### config.mk
export PLATFORM = sky130hd
export DESIGN_NAME = flash_erase_ctrl
export DESIGN_NICKNAME = d
export VERILOG_FILES = /design/src/rtl/flash_erase_pkg.sv /design/src/rtl/fe_sync.sv /design/src/rtl/fe_cmd_decode.sv /design/src/rtl/fe_erase_timer.sv /design/src/rtl/flash_erase_ctrl.sv
export SDC_FILE = /design/constraint.sdc
export NUM_CORES = 1
export LEC_CHECK = 0
export ABC_AREA = 1
export BUFFER_PORTS_ARGS = -buffer_cell sky130_fd_sc_hd__buf_2
export CORE_MARGIN = 2
export CORE_UTILIZATION = 60
export CTS_CLUSTER_SIZE = 24
export DETAILED_ROUTE_END_ITERATION = 10
export PLACE_DENSITY = 0.79
export SETUP_SLACK_MARGIN = 0.4
export SLEW_MARGIN = 10
export SYNTH_ARGS = -nofsm -noshare
export SYNTH_HDL_FRONTEND = slang
export SYNTH_SLANG_ARGS = --single-unit
### constraint.sdc
create_clock -name clk -period 1.9 [get_ports clk]
set_input_delay 0.19 -clock clk [delete_from_list [all_inputs] [get_ports clk]]
set_output_delay 0.19 -clock clk [all_outputs]
set_load 0.01 [all_outputs]
### src/rtl/flash_erase_pkg.sv
package flash_erase_pkg;
  localparam int OP_BITS = 8;
  localparam int CNT_W   = $clog2(OP_BITS);

  localparam logic [OP_BITS-1:0] OP_WREN = 8'h06;
  localparam logic [OP_BITS-1:0] OP_RDSR = 8'h05;
  localparam logic [OP_BITS-1:0] OP_BULK = 8'hC7;

  // where a frame stands after its last SCK rise
  typedef enum logic [1:0] {
    M_OPCODE,   // collecting opcode bits
    M_HELD,     // exactly one opcode byte in, waiting for chip select
    M_STATUS,   // streaming the status byte
    M_DROP      // frame over-long or not executable
  } frame_mode_e;

  typedef enum logic [1:0] {
    T_IDLE,
    T_RUN,
    T_WRAP
  } tmr_state_e;
endpackage

### src/rtl/fe_sync.sv
module fe_sync #(
  parameter int             STAGES  = 2,
  parameter int             WIDTH   = 3,
  parameter logic [WIDTH-1:0] RST_VAL = '0
) (
  input  logic             clk,
  input  logic             rst,
  input  logic [WIDTH-1:0] d,
  output logic [WIDTH-1:0] q
);
  logic [WIDTH-1:0] stg [STAGES];

  always_ff @(posedge clk) begin
    if (rst) begin
      for (int i = 0; i < STAGES; i++) stg[i] <= RST_VAL;
    end else begin
      stg[0] <= d;
      for (int i = 1; i < STAGES; i++) stg[i] <= stg[i-1];
    end
  end

  assign q = stg[STAGES-1];
endmodule

### src/rtl/fe_cmd_decode.sv
module fe_cmd_decode
  import flash_erase_pkg::*;
(
  input  logic       clk,
  input  logic       rst,
  input  logic       sck_s,
  input  logic       cs_s,      // synchronized chip select, 1 = deselected
  input  logic       si_s,
  input  logic       busy,
  input  logic       wel_clear,
  input  logic [1:0] bp,
  output logic       wel,
  output logic       start,
  output logic       so
);
  logic                 sck_d, cs_d;
  logic                 sck_rise, sck_fall, cs_rise;
  logic [CNT_W-1:0]     bit_cnt;
  logic [OP_BITS-1:0]   sh;
  logic [OP_BITS-1:0]   sh_next;
  frame_mode_e          mode;
  logic [2:0]           out_idx;
  logic [7:0]           snap;
  logic [7:0]           status_now;
  logic                 held_ok;
  logic                 wel_q, so_q;

  assign sck_rise   = sck_s & ~sck_d;
  assign sck_fall   = ~sck_s & sck_d;
  assign cs_rise    = cs_s & ~cs_d;
  assign sh_next    = {sh[OP_BITS-2:0], si_s};
  assign status_now = {4'b0000, bp, wel_q, busy};

  // chip select rose with SCK low, right after a whole opcode byte
  assign held_ok = cs_rise && (mode == M_HELD) && !sck_s && !busy;
  assign start   = held_ok && (sh == OP_BULK) && wel_q && (bp == 2'b00);

  always_ff @(posedge clk) begin
    if (rst) begin
      sck_d   <= 1'b0;
      cs_d    <= 1'b1;
      bit_cnt <= '0;
      sh      <= '0;
      mode    <= M_OPCODE;
      out_idx <= '0;
      snap    <= '0;
      wel_q   <= 1'b0;
      so_q    <= 1'b0;
    end else begin
      sck_d <= sck_s;
      cs_d  <= cs_s;

      if (wel_clear)                      wel_q <= 1'b0;
      else if (held_ok && sh == OP_WREN)  wel_q <= 1'b1;

      if (cs_s) begin
        mode    <= M_OPCODE;
        bit_cnt <= '0;
        out_idx <= '0;
        so_q    <= 1'b0;
      end else begin
        if (sck_rise) begin
          unique case (mode)
            M_OPCODE: begin
              sh      <= sh_next;
              bit_cnt <= bit_cnt + 1'b1;
              if (bit_cnt == CNT_W'(OP_BITS-1))
                mode <= (sh_next == OP_RDSR) ? M_STATUS : M_HELD;
            end
            M_HELD:   mode <= M_DROP;
            default:  ;
          endcase
        end
        if (sck_fall && mode == M_STATUS) begin
          if (out_idx == 3'd0) begin
            snap <= status_now;
            so_q <= status_now[7];
          end else begin
            so_q <= snap[3'd7 - out_idx];
          end
          out_idx <= out_idx + 1'b1;
        end
      end
    end
  end

  assign wel = wel_q;
  assign so  = so_q;
endmodule

### src/rtl/fe_erase_timer.sv
module fe_erase_timer
  import flash_erase_pkg::*;
#(
  parameter int ERASE_CLKS = 1024
) (
  input  logic clk,
  input  logic rst,
  input  logic start,
  input  logic clr_done,
  output logic busy,
  output logic clr_req,
  output logic wel_clear
);
  localparam int CW = $clog2(ERASE_CLKS + 1);

  tmr_state_e    st;
  logic [CW-1:0] cnt;
  logic          acked;
  logic          req_q;
  logic          ack_ok;

  assign ack_ok    = acked | (req_q & clr_done);
  assign wel_clear = (st == T_RUN) && (cnt == '0) && ack_ok;

  always_ff @(posedge clk) begin
    if (rst) begin
      st    <= T_IDLE;
      cnt   <= '0;
      acked <= 1'b0;
      req_q <= 1'b0;
    end else begin
      unique case (st)
        T_IDLE: if (start) begin
          st    <= T_RUN;
          cnt   <= CW'(ERASE_CLKS - 1);
          req_q <= 1'b1;
          acked <= 1'b0;
        end
        T_RUN: begin
          if (req_q && clr_done) begin
            req_q <= 1'b0;
            acked <= 1'b1;
          end
          if (cnt != '0) cnt <= cnt - 1'b1;
          if (wel_clear) st <= T_WRAP;
        end
        default: st <= T_IDLE;
      endcase
    end
  end

  assign busy    = (st != T_IDLE);
  assign clr_req = req_q;
endmodule

### src/rtl/flash_erase_ctrl.sv
module flash_erase_ctrl #(
  parameter int ERASE_CLKS  = 2000000,
  parameter int SYNC_STAGES = 2
) (
  input  logic       clk,
  input  logic       rst,
  input  logic       spi_sck,
  input  logic       spi_cs_n,
  input  logic       spi_si,
  output logic       spi_so,
  input  logic [1:0] prot_bp,
  output logic       clr_req,
  input  logic       clr_done
);
  logic [2:0] pins_s;
  logic       cs_s, sck_s, si_s;
  logic       busy, wel, start, wel_clear;

  fe_sync #(
    .STAGES (SYNC_STAGES),
    .WIDTH  (3),
    .RST_VAL(3'b100)
  ) u_sync (
    .clk(clk),
    .rst(rst),
    .d  ({spi_cs_n, spi_sck, spi_si}),
    .q  (pins_s)
  );

  assign cs_s  = pins_s[2];
  assign sck_s = pins_s[1];
  assign si_s  = pins_s[0];

  fe_cmd_decode u_dec (
    .clk      (clk),
    .rst      (rst),
    .sck_s    (sck_s),
    .cs_s     (cs_s),
    .si_s     (si_s),
    .busy     (busy),
    .wel_clear(wel_clear),
    .bp       (prot_bp),
    .wel      (wel),
    .start    (start),
    .so       (spi_so)
  );

  fe_erase_timer #(
    .ERASE_CLKS(ERASE_CLKS)
  ) u_tmr (
    .clk      (clk),
    .rst      (rst),
    .start    (start),
    .clr_done (clr_done),
    .busy     (busy),
    .clr_req  (clr_req),
    .wel_clear(wel_clear)
  );
endmodule

==> impl_metrics.json, run 1 <==
{
  "clkLatencyLatePin_ps": 320,
  "clk_pin_slew_ps": 90,
  "pin_count": 10,
  "cp-end-kind": "flop",
  "wl_mm": 7.03,
  "fill_cells": 363,
  "grt_pass1_wl_mm": 11.0,
  "root_buffer": "clkbuf_8",
  "dp_cells": 482,
  "start_kind": "flop",
  "cp_num_buf_inv": 3,
  "clock_path_buffers": 2,
  "cp_max_fo": 5,
  "crit_arrival_ps": 1750,
  "power_density_nw_per_um2": 556,
  "numClockSinks": 55,
  "criticalPathCategory": "flop to flop",
  "layout-drive-gt1-share_pct": 25.1,
  "finalCritPeriodShare_pct": 81.8,
  "dieArea_um2": 5400,
  "worst_hold_path_type": "primary input to flop",
  "post_drt_wl_per_cell_um": 13.8,
  "final_cell_mix": "nand2_1, nor2_1, dfxtp_1",
  "rsz0062_at_grt": "true",
  "ys_types": 35,
  "start_util_pct": 61.8,
  "cts_hold_buf": 0,
  "worst_slew_pin_slew_ps": 440,
  "grt_max_degree": 18,
  "finalSetupViolCount": 0,
  "tritoncts": "built",
  "crit_family": "simple AND/OR/NAND/NOR gates",
  "final_cells": 508,
  "hold_violations": 0,
  "placement_rows": 25,
  "final_nets": 467,
  "dpl_cell_area_um2": 3020,
  "htreeDepth": 2,
  "p_total_uw": 1920,
  "grt_usage_pct": 26.4,
  "area_growth_pct": 18.9,
  "final_area_um2": 3450,
  "drt_pass1_iterations": 5,
  "hpwlAfterDp_mm": 4.53,
  "antenna_found_initial": 0,
  "place.gp.congestion": 0.931,
  "synth.avg_cell_area_um2": 6.87,
  "synthCells": 422,
  "ant_nets": 0,
  "die_y_um": 73.5,
  "fp.dieW_um": 73.5,
  "drv_slew": 0,
  "slew-limit-headroom_pct": 70.6,
  "outcome": "completed",
  "slowest_stage": "dfxtp_2",
  "cts_buffers": 5,
  "multiInputGateArea_um2": 1760,
  "vias": 2798,
  "clock_skew_ps": 5.90,
  "yosys_warnings": 0,
  "drtIter0Drc": 174,
  "num_antenna_cells": 0,
  "synth_area_um2": 2900,
  "cap_violations": 0,
  "seq_area_frac_synth_pct": 38.0,
  "viasPerCell": 5.51,
  "ir_drop_uv": 393,
  "cp_cell_sequence": "inv_2, ha_4, inv_1, nor2_1, nand2_1, nor2_2, nand3_4, nand2_8, buf_12, nor2_4, nand2_1, a21oi_2",
  "drc": 0,
  "grt_overflow_total": 0,
  "port_buffers": 9,
  "required_ps": 2100,
  "min_period_ps": 1550,
  "core_area_um2": 4690,
  "syn_nets": 436,
  "timing.fmax_ghz": 0.643,
  "setup_tns_ps": 0,
  "grt_pass1_vias": 2507,
  "ys_seq_elements": 55,
  "cpMostUsedCell": "nand2_1",
  "p_leak_uw": 0.00149,
  "seq_area_um2": 1110,
  "layout_commonest_cell": "nand2_1",
  "crit_path_max_incr_delay_ps": 340
}
cells by family after synthesis:
logic type	after synthesis	share of synthesized area, %
simple gates	238	37.2
compound gates	67	14.0
buf+inv	55	7.94
flops	55	38.0
fa+ha+maj	6	2.59
xor+xnor	1	0.302
stage by stage:
step | setup WS, ps | util [%] | hold WS (ps)
2_1_floorplan | 411 | - | 294
3_3_place_gp | 260 | 64.4 | 375
4_1_cts | 400 | 70.3 | 49.6
6_report | 345 | 73.4 | 52.2
5_1_grt | 245 | 73.4 | 42.6
3_5_place_dp | 189 | 64.4 | 380
cells in the mapped netlist:
master | n | area [um2]
nor2_2 | 3 | 18.8
o21ai_4 | 1 | 16.3
ha_1 | 6 | 75.1
a21oi_1 | 25 | 125
buf_1 | 1 | 3.75
nand3b_1 | 2 | 15.0
buf_6 | 2 | 22.5
nand3_1 | 38 | 190
inv_4 | 1 | 6.26
buf_2 | 2 | 10.0
nand3_4 | 1 | 17.5
a221oi_1 | 1 | 8.76
nor4_1 | 2 | 12.5
clkbuf_1 | 3 | 11.3
inv_2 | 2 | 7.51
dfxtp_1 | 55 | 1100
nor2_8 | 1 | 20.0
xor2_1 | 1 | 8.76
o31ai_1 | 1 | 7.51
nor2_4 | 2 | 22.5
inv_1 | 43 | 161
nor2_1 | 75 | 282
nand2_1 | 88 | 330
nor3_1 | 2 | 10.0
o21bai_1 | 4 | 30.0
a31oi_1 | 1 | 6.26
nand4_1 | 5 | 31.3
buf_4 | 1 | 7.51
or2_2 | 6 | 37.5
nand2_2 | 11 | 68.8
o21a_1 | 1 | 7.51
a21oi_2 | 10 | 87.6
o21ai_0 | 22 | 110
nand2_4 | 2 | 22.5
o22ai_1 | 1 | 6.26
per-layer routing:
metal	up-vias	wire (um)	GRT usage, %
met5	-	0	0
li1	1425	-	-
met3	21	391	4.66
met4	0	205	12.9
met2	78	3540	45.7
met1	1274	2890	31.1
area by class of cell:
class,count,area share [%]
Tap cell,54,1.96
Sequential cell,55,32.1
Clock buffer,6,2.40
Multi-Input combinational cell,316,51.1
Clock inverter,2,0.472
Timing Repair Buffer,29,6.28
Inverter,46,5.63
report_power, final:
group	switching, uW	total, uW	internal, uW
clock	398	696	298
combinational	35.2	51.7	16.4
sequential	5.76	1170	1160
total	439	1920	1480
repair_timing:
action / in CTS / in global routing
gates cloned: 3 / 1
setup buffers: 8 / 6
pin swaps: 8 / 10
endpoints found under the setup margin: 25 / 36
hold endpoints to repair: 0 / 0
resized for setup: 17 / 28
state kept, by name, summed over array words and instances (netlist names):
name / cells
u_dec.bit_cnt: 3
u_tmr.cnt: 21
u_sync.stg: 6
u_dec.mode: 2
u_dec.wel: 1
u_dec.cs_d: 1
u_tmr.acked: 1
u_dec.snap: 4
u_dec.sck_d: 1
u_dec.out_idx: 3
u_dec.so: 1
u_tmr.clr_req: 1
u_tmr.st: 2
u_dec.sh: 8
worst paths after layout:
kind,startpoint,to,slack [ps],cells past startpoint
min,spi_cs_n,u_sync.stg[0][2]$_SDFF_PP1_,50,2
max,u_tmr.cnt[1]$_SDFFE_PP0P_,u_tmr.cnt[9]$_SDFFE_PP0P_,350,12
min reg2reg,u_sync.stg[0][1]$_SDFF_PP0_,u_sync.stg[0][4]$_SDFF_PP0_,400,2
max reg2reg,u_tmr.cnt[1]$_SDFFE_PP0P_,u_tmr.cnt[9]$_SDFFE_PP0P_,350,12
Power figures use the tool's default switching activity.
==> run 2: changes to the inputs <==
--- a/config.mk
+++ b/config.mk
@@ -5,13 +5,13 @@
 export SDC_FILE = /design/constraint.sdc
 export NUM_CORES = 1
 export LEC_CHECK = 0
-export ABC_AREA = 1
+export ABC_AREA = 0
 export BUFFER_PORTS_ARGS = -buffer_cell sky130_fd_sc_hd__buf_2
 export CORE_MARGIN = 2
 export CORE_UTILIZATION = 60
 export CTS_CLUSTER_SIZE = 24
 export DETAILED_ROUTE_END_ITERATION = 10
-export PLACE_DENSITY = 0.79
+export PLACE_DENSITY = 0.8
 export SETUP_SLACK_MARGIN = 0.4
 export SLEW_MARGIN = 10
 export SYNTH_ARGS = -nofsm -noshare
==> constraint.sdc (replaced) <==
create_clock -name clk -period 1.5 [get_ports clk]
set_input_delay 0.15 -clock clk [delete_from_list [all_inputs] [get_ports clk]]
set_output_delay 0.15 -clock clk [all_outputs]
set_load 0.01 [all_outputs]
==> impl_metrics.json, run 2 <==
{
  "final_nets": 375,
  "rsz0062_at_grt": "true",
  "cp_num_buf_inv": 1,
  "clock_path_buffers": 2,
  "grt_pass1_vias": 2588,
  "clkLatencyLatePin_ps": 320,
  "async_flop_share_pct": 0,
  "fp.dieW_um": 69.5,
  "crit_arrival_ps": 2210,
  "synth-simple-area-share_pct": 27.2,
  "yosysMostFrequentCell": "dfxtp_1",
  "seq_area_um2": 1120,
  "rr_endpoint": "u_tmr.cnt[15]$_SDFFE_PP0P_",
  "synth_top_family_by_area": "simple AND/OR/NAND/NOR gates",
  "power_density_nw_per_um2": 658,
  "ant_nets": 0,
  "synth.avg_cell_area_um2": 9.12,
  "crit_path_max_incr_delay_ps": 550,
  "fill_cells": 155,
  "yosysTopAreaCellShare_pct": 42.8,
  "p_leak_uw": 0.00146,
  "grt_pass1_wl_mm": 12.7,
  "start_util_pct": 63.4,
  "synthCells": 282,
  "htreeDepth": 2,
  "synth_top_cell_by_area": "dfxtp_1",
  "failed_checks": "setup timing",
  "timing.rr.start": "u_tmr.cnt[19]$_SDFFE_PP0P_",
  "viasPerCell": 6.88,
  "p_total_uw": 2440,
  "clock_skew_ps": 14.3,
  "tritoncts": "built",
  "finalCritPeriodShare_pct": 132,
  "grt_usage_pct": 33.2,
  "seq_area_frac_synth_pct": 42.8,
  "min_period_ps": 1980,
  "drt_pass1_iterations": 5,
  "grt_overflow_total": 0,
  "required_ps": 1730,
  "ff2ff_path_depth": 6,
  "cp_cell_sequence": "or4_4, buf_4, nor3_4, a21oi_2, a31o_2, a31oi_1",
  "synth_edf_count": 0,
  "post-place-ws_ps": -475,
  "grt_max_degree": 27,
  "clk_pin_slew_ps": 110,
  "cp_max_fo": 6,
  "outcome": "finished with violations",
  "setup_tns_ps": -9460,
  "synth_area_um2": 2570,
  "slowest_stage": "or4_4",
  "area_growth_pct": 44.3,
  "cts_buffers": 5,
  "vias": 2836,
  "core_area_um2": 4060,
  "synth_top_cells_by_count": "dfxtp_1, nor2_1, a21oi_1",
  "final_area_um2": 3710,
  "ys_seq_elements": 55,
  "ys_types": 50,
  "pin_count": 10,
  "layout_commonest_cell": "buf_4",
  "worst_slew_pin_slew_ps": 513,
  "die_y_um": 69.5,
  "ir_drop_uv": 699,
  "top_regs": "u_tmr.cnt (21), u_dec.sh (8), u_sync.stg (6)",
  "timing.fmax_ghz": 0.506,
  "hold_violations": 0,
  "synthTopCellsByArea": "dfxtp_1, mux2i_1, nor2_1",
  "final_cell_mix": "buf_4, dfxtp_1, nor2_1",
  "yosys.area_share.xor_xnor_pct": 3.75,
  "port_buffers": 9,
  "max_flop_register": "u_tmr.cnt",
  "cp-startpoint": "u_tmr.cnt[19]$_SDFFE_PP0P_",
  "critical_path_cell_count": 6,
  "numClockSinks": 55,
  "drv_slew": 0,
  "finalSetupViolCount": 28,
  "utilization_pct": 91.5,
  "multiInputGateArea_um2": 1740,
  "ys.flop_type": "dfxtp_1",
  "setup_slack_ps": -475,
  "largest_reg_flops": 21,
  "syn_nets": 296,
  "layout-drive-gt1-share_pct": 42.8,
  "yosys_warnings": 0,
  "synth.mux.area_fraction_pct": 6.71,
  "cap_violations": 0,
  "crit_end": "u_tmr.cnt[15]$_SDFFE_PP0P_",
  "drc": 0,
  "worst_hold_path_type": "primary input to flop",
  "dpl_cell_area_um2": 3310,
  "root_buffer": "clkbuf_8",
  "crit_family": "simple AND/OR/NAND/NOR gates",
  "regToRegSetupSlack_ps": -480,
  "dieArea_um2": 4830,
  "cp-end-kind": "flop",
  "drtIter0Drc": 246,
  "num_antenna_cells": 0,
  "criticalPathCategory": "flop to flop",
  "synth_compound_area_share_pct": 13.5,
  "synthAdderAreaFrac_pct": 2.92,
  "wl_mm": 9.79,
  "placement_rows": 23,
  "slew-limit-headroom_pct": 65.8,
  "antenna_found_initial": 0,
  "post_drt_wl_per_cell_um": 23.8,
  "hpwlAfterDp_mm": 4.70,
  "place.gp.congestion": 0.920,
  "start_kind": "flop"
}
==> run 2: power by group <==
part | total [uW] | internal [uW] | switching [uW] | leakage [uW]
sequential | 1470 | 1460 | 6.64 | 0.000449
clock | 883 | 337 | 547 | 0.0000485
combinational | 88.4 | 38.1 | 50.3 | 0.000965
==> run 2: what timing repair did <==
item	CTS	global route
setup buffers	2	6
hold buffers	1	0
endpoints found under the setup margin	47	47
gates resized for setup	20	30
hold endpoints to repair	1	0
pin swaps	11	16
gates cloned	1	0
==> run 2: final cells by class <==
cell class              count  share of cell area, %
well taps                  50                   1.69
repair buffers             81                   17.9
clock inverters             3                  0.607
flip-flops and latches     55                   30.2
multi-input cells         208                   46.7
inverters                  10                   1.01
clock buffers               5                   1.85
==> run 2: metrics by stage <==
stage          hold slack (ps)  std cells
5_1_grt                   40.1        412
3_3_place_gp               336        394
6_report                  43.1        412
2_1_floorplan              254        282
4_1_cts                   44.5        406
3_5_place_dp               336        394
==> run 2: metal layers <==
metal / track usage, % / vias up / wire (um)
met5: 0 / - / 0
met4: 15.9 / 0 / 677
met3: 5.38 / 80 / 881
met2: 55.4 / 239 / 4620
met1: 41.6 / 1335 / 3620
li1: - / 1182 / -
==> run 2: worst min path at each step <==
stage                        start                     endpoint  cells after the start
final                      spi_sck  u_sync.stg[0][1]$_SDFF_PP0_                      2
after global routing       spi_sck  u_sync.stg[0][1]$_SDFF_PP0_                      2
after CTS                  spi_sck  u_sync.stg[0][1]$_SDFF_PP0_                      2
after detailed placement  spi_cs_n  u_sync.stg[0][2]$_SDFF_PP1_                      2
after global placement    spi_cs_n  u_sync.stg[0][2]$_SDFF_PP1_                      2
after floorplan           spi_cs_n  u_sync.stg[0][2]$_SDFF_PP1_                      1
==> run 2: cells by family (layout without fill, tap and decap cells) <==
kind of cell    after synthesis  after routing
simple gates                119            119
fa+ha+maj                     6              6
xor+xnor                     11             11
buf+inv                      20             99
flops                        55             55
compound gates               55             56
mux                          16             16
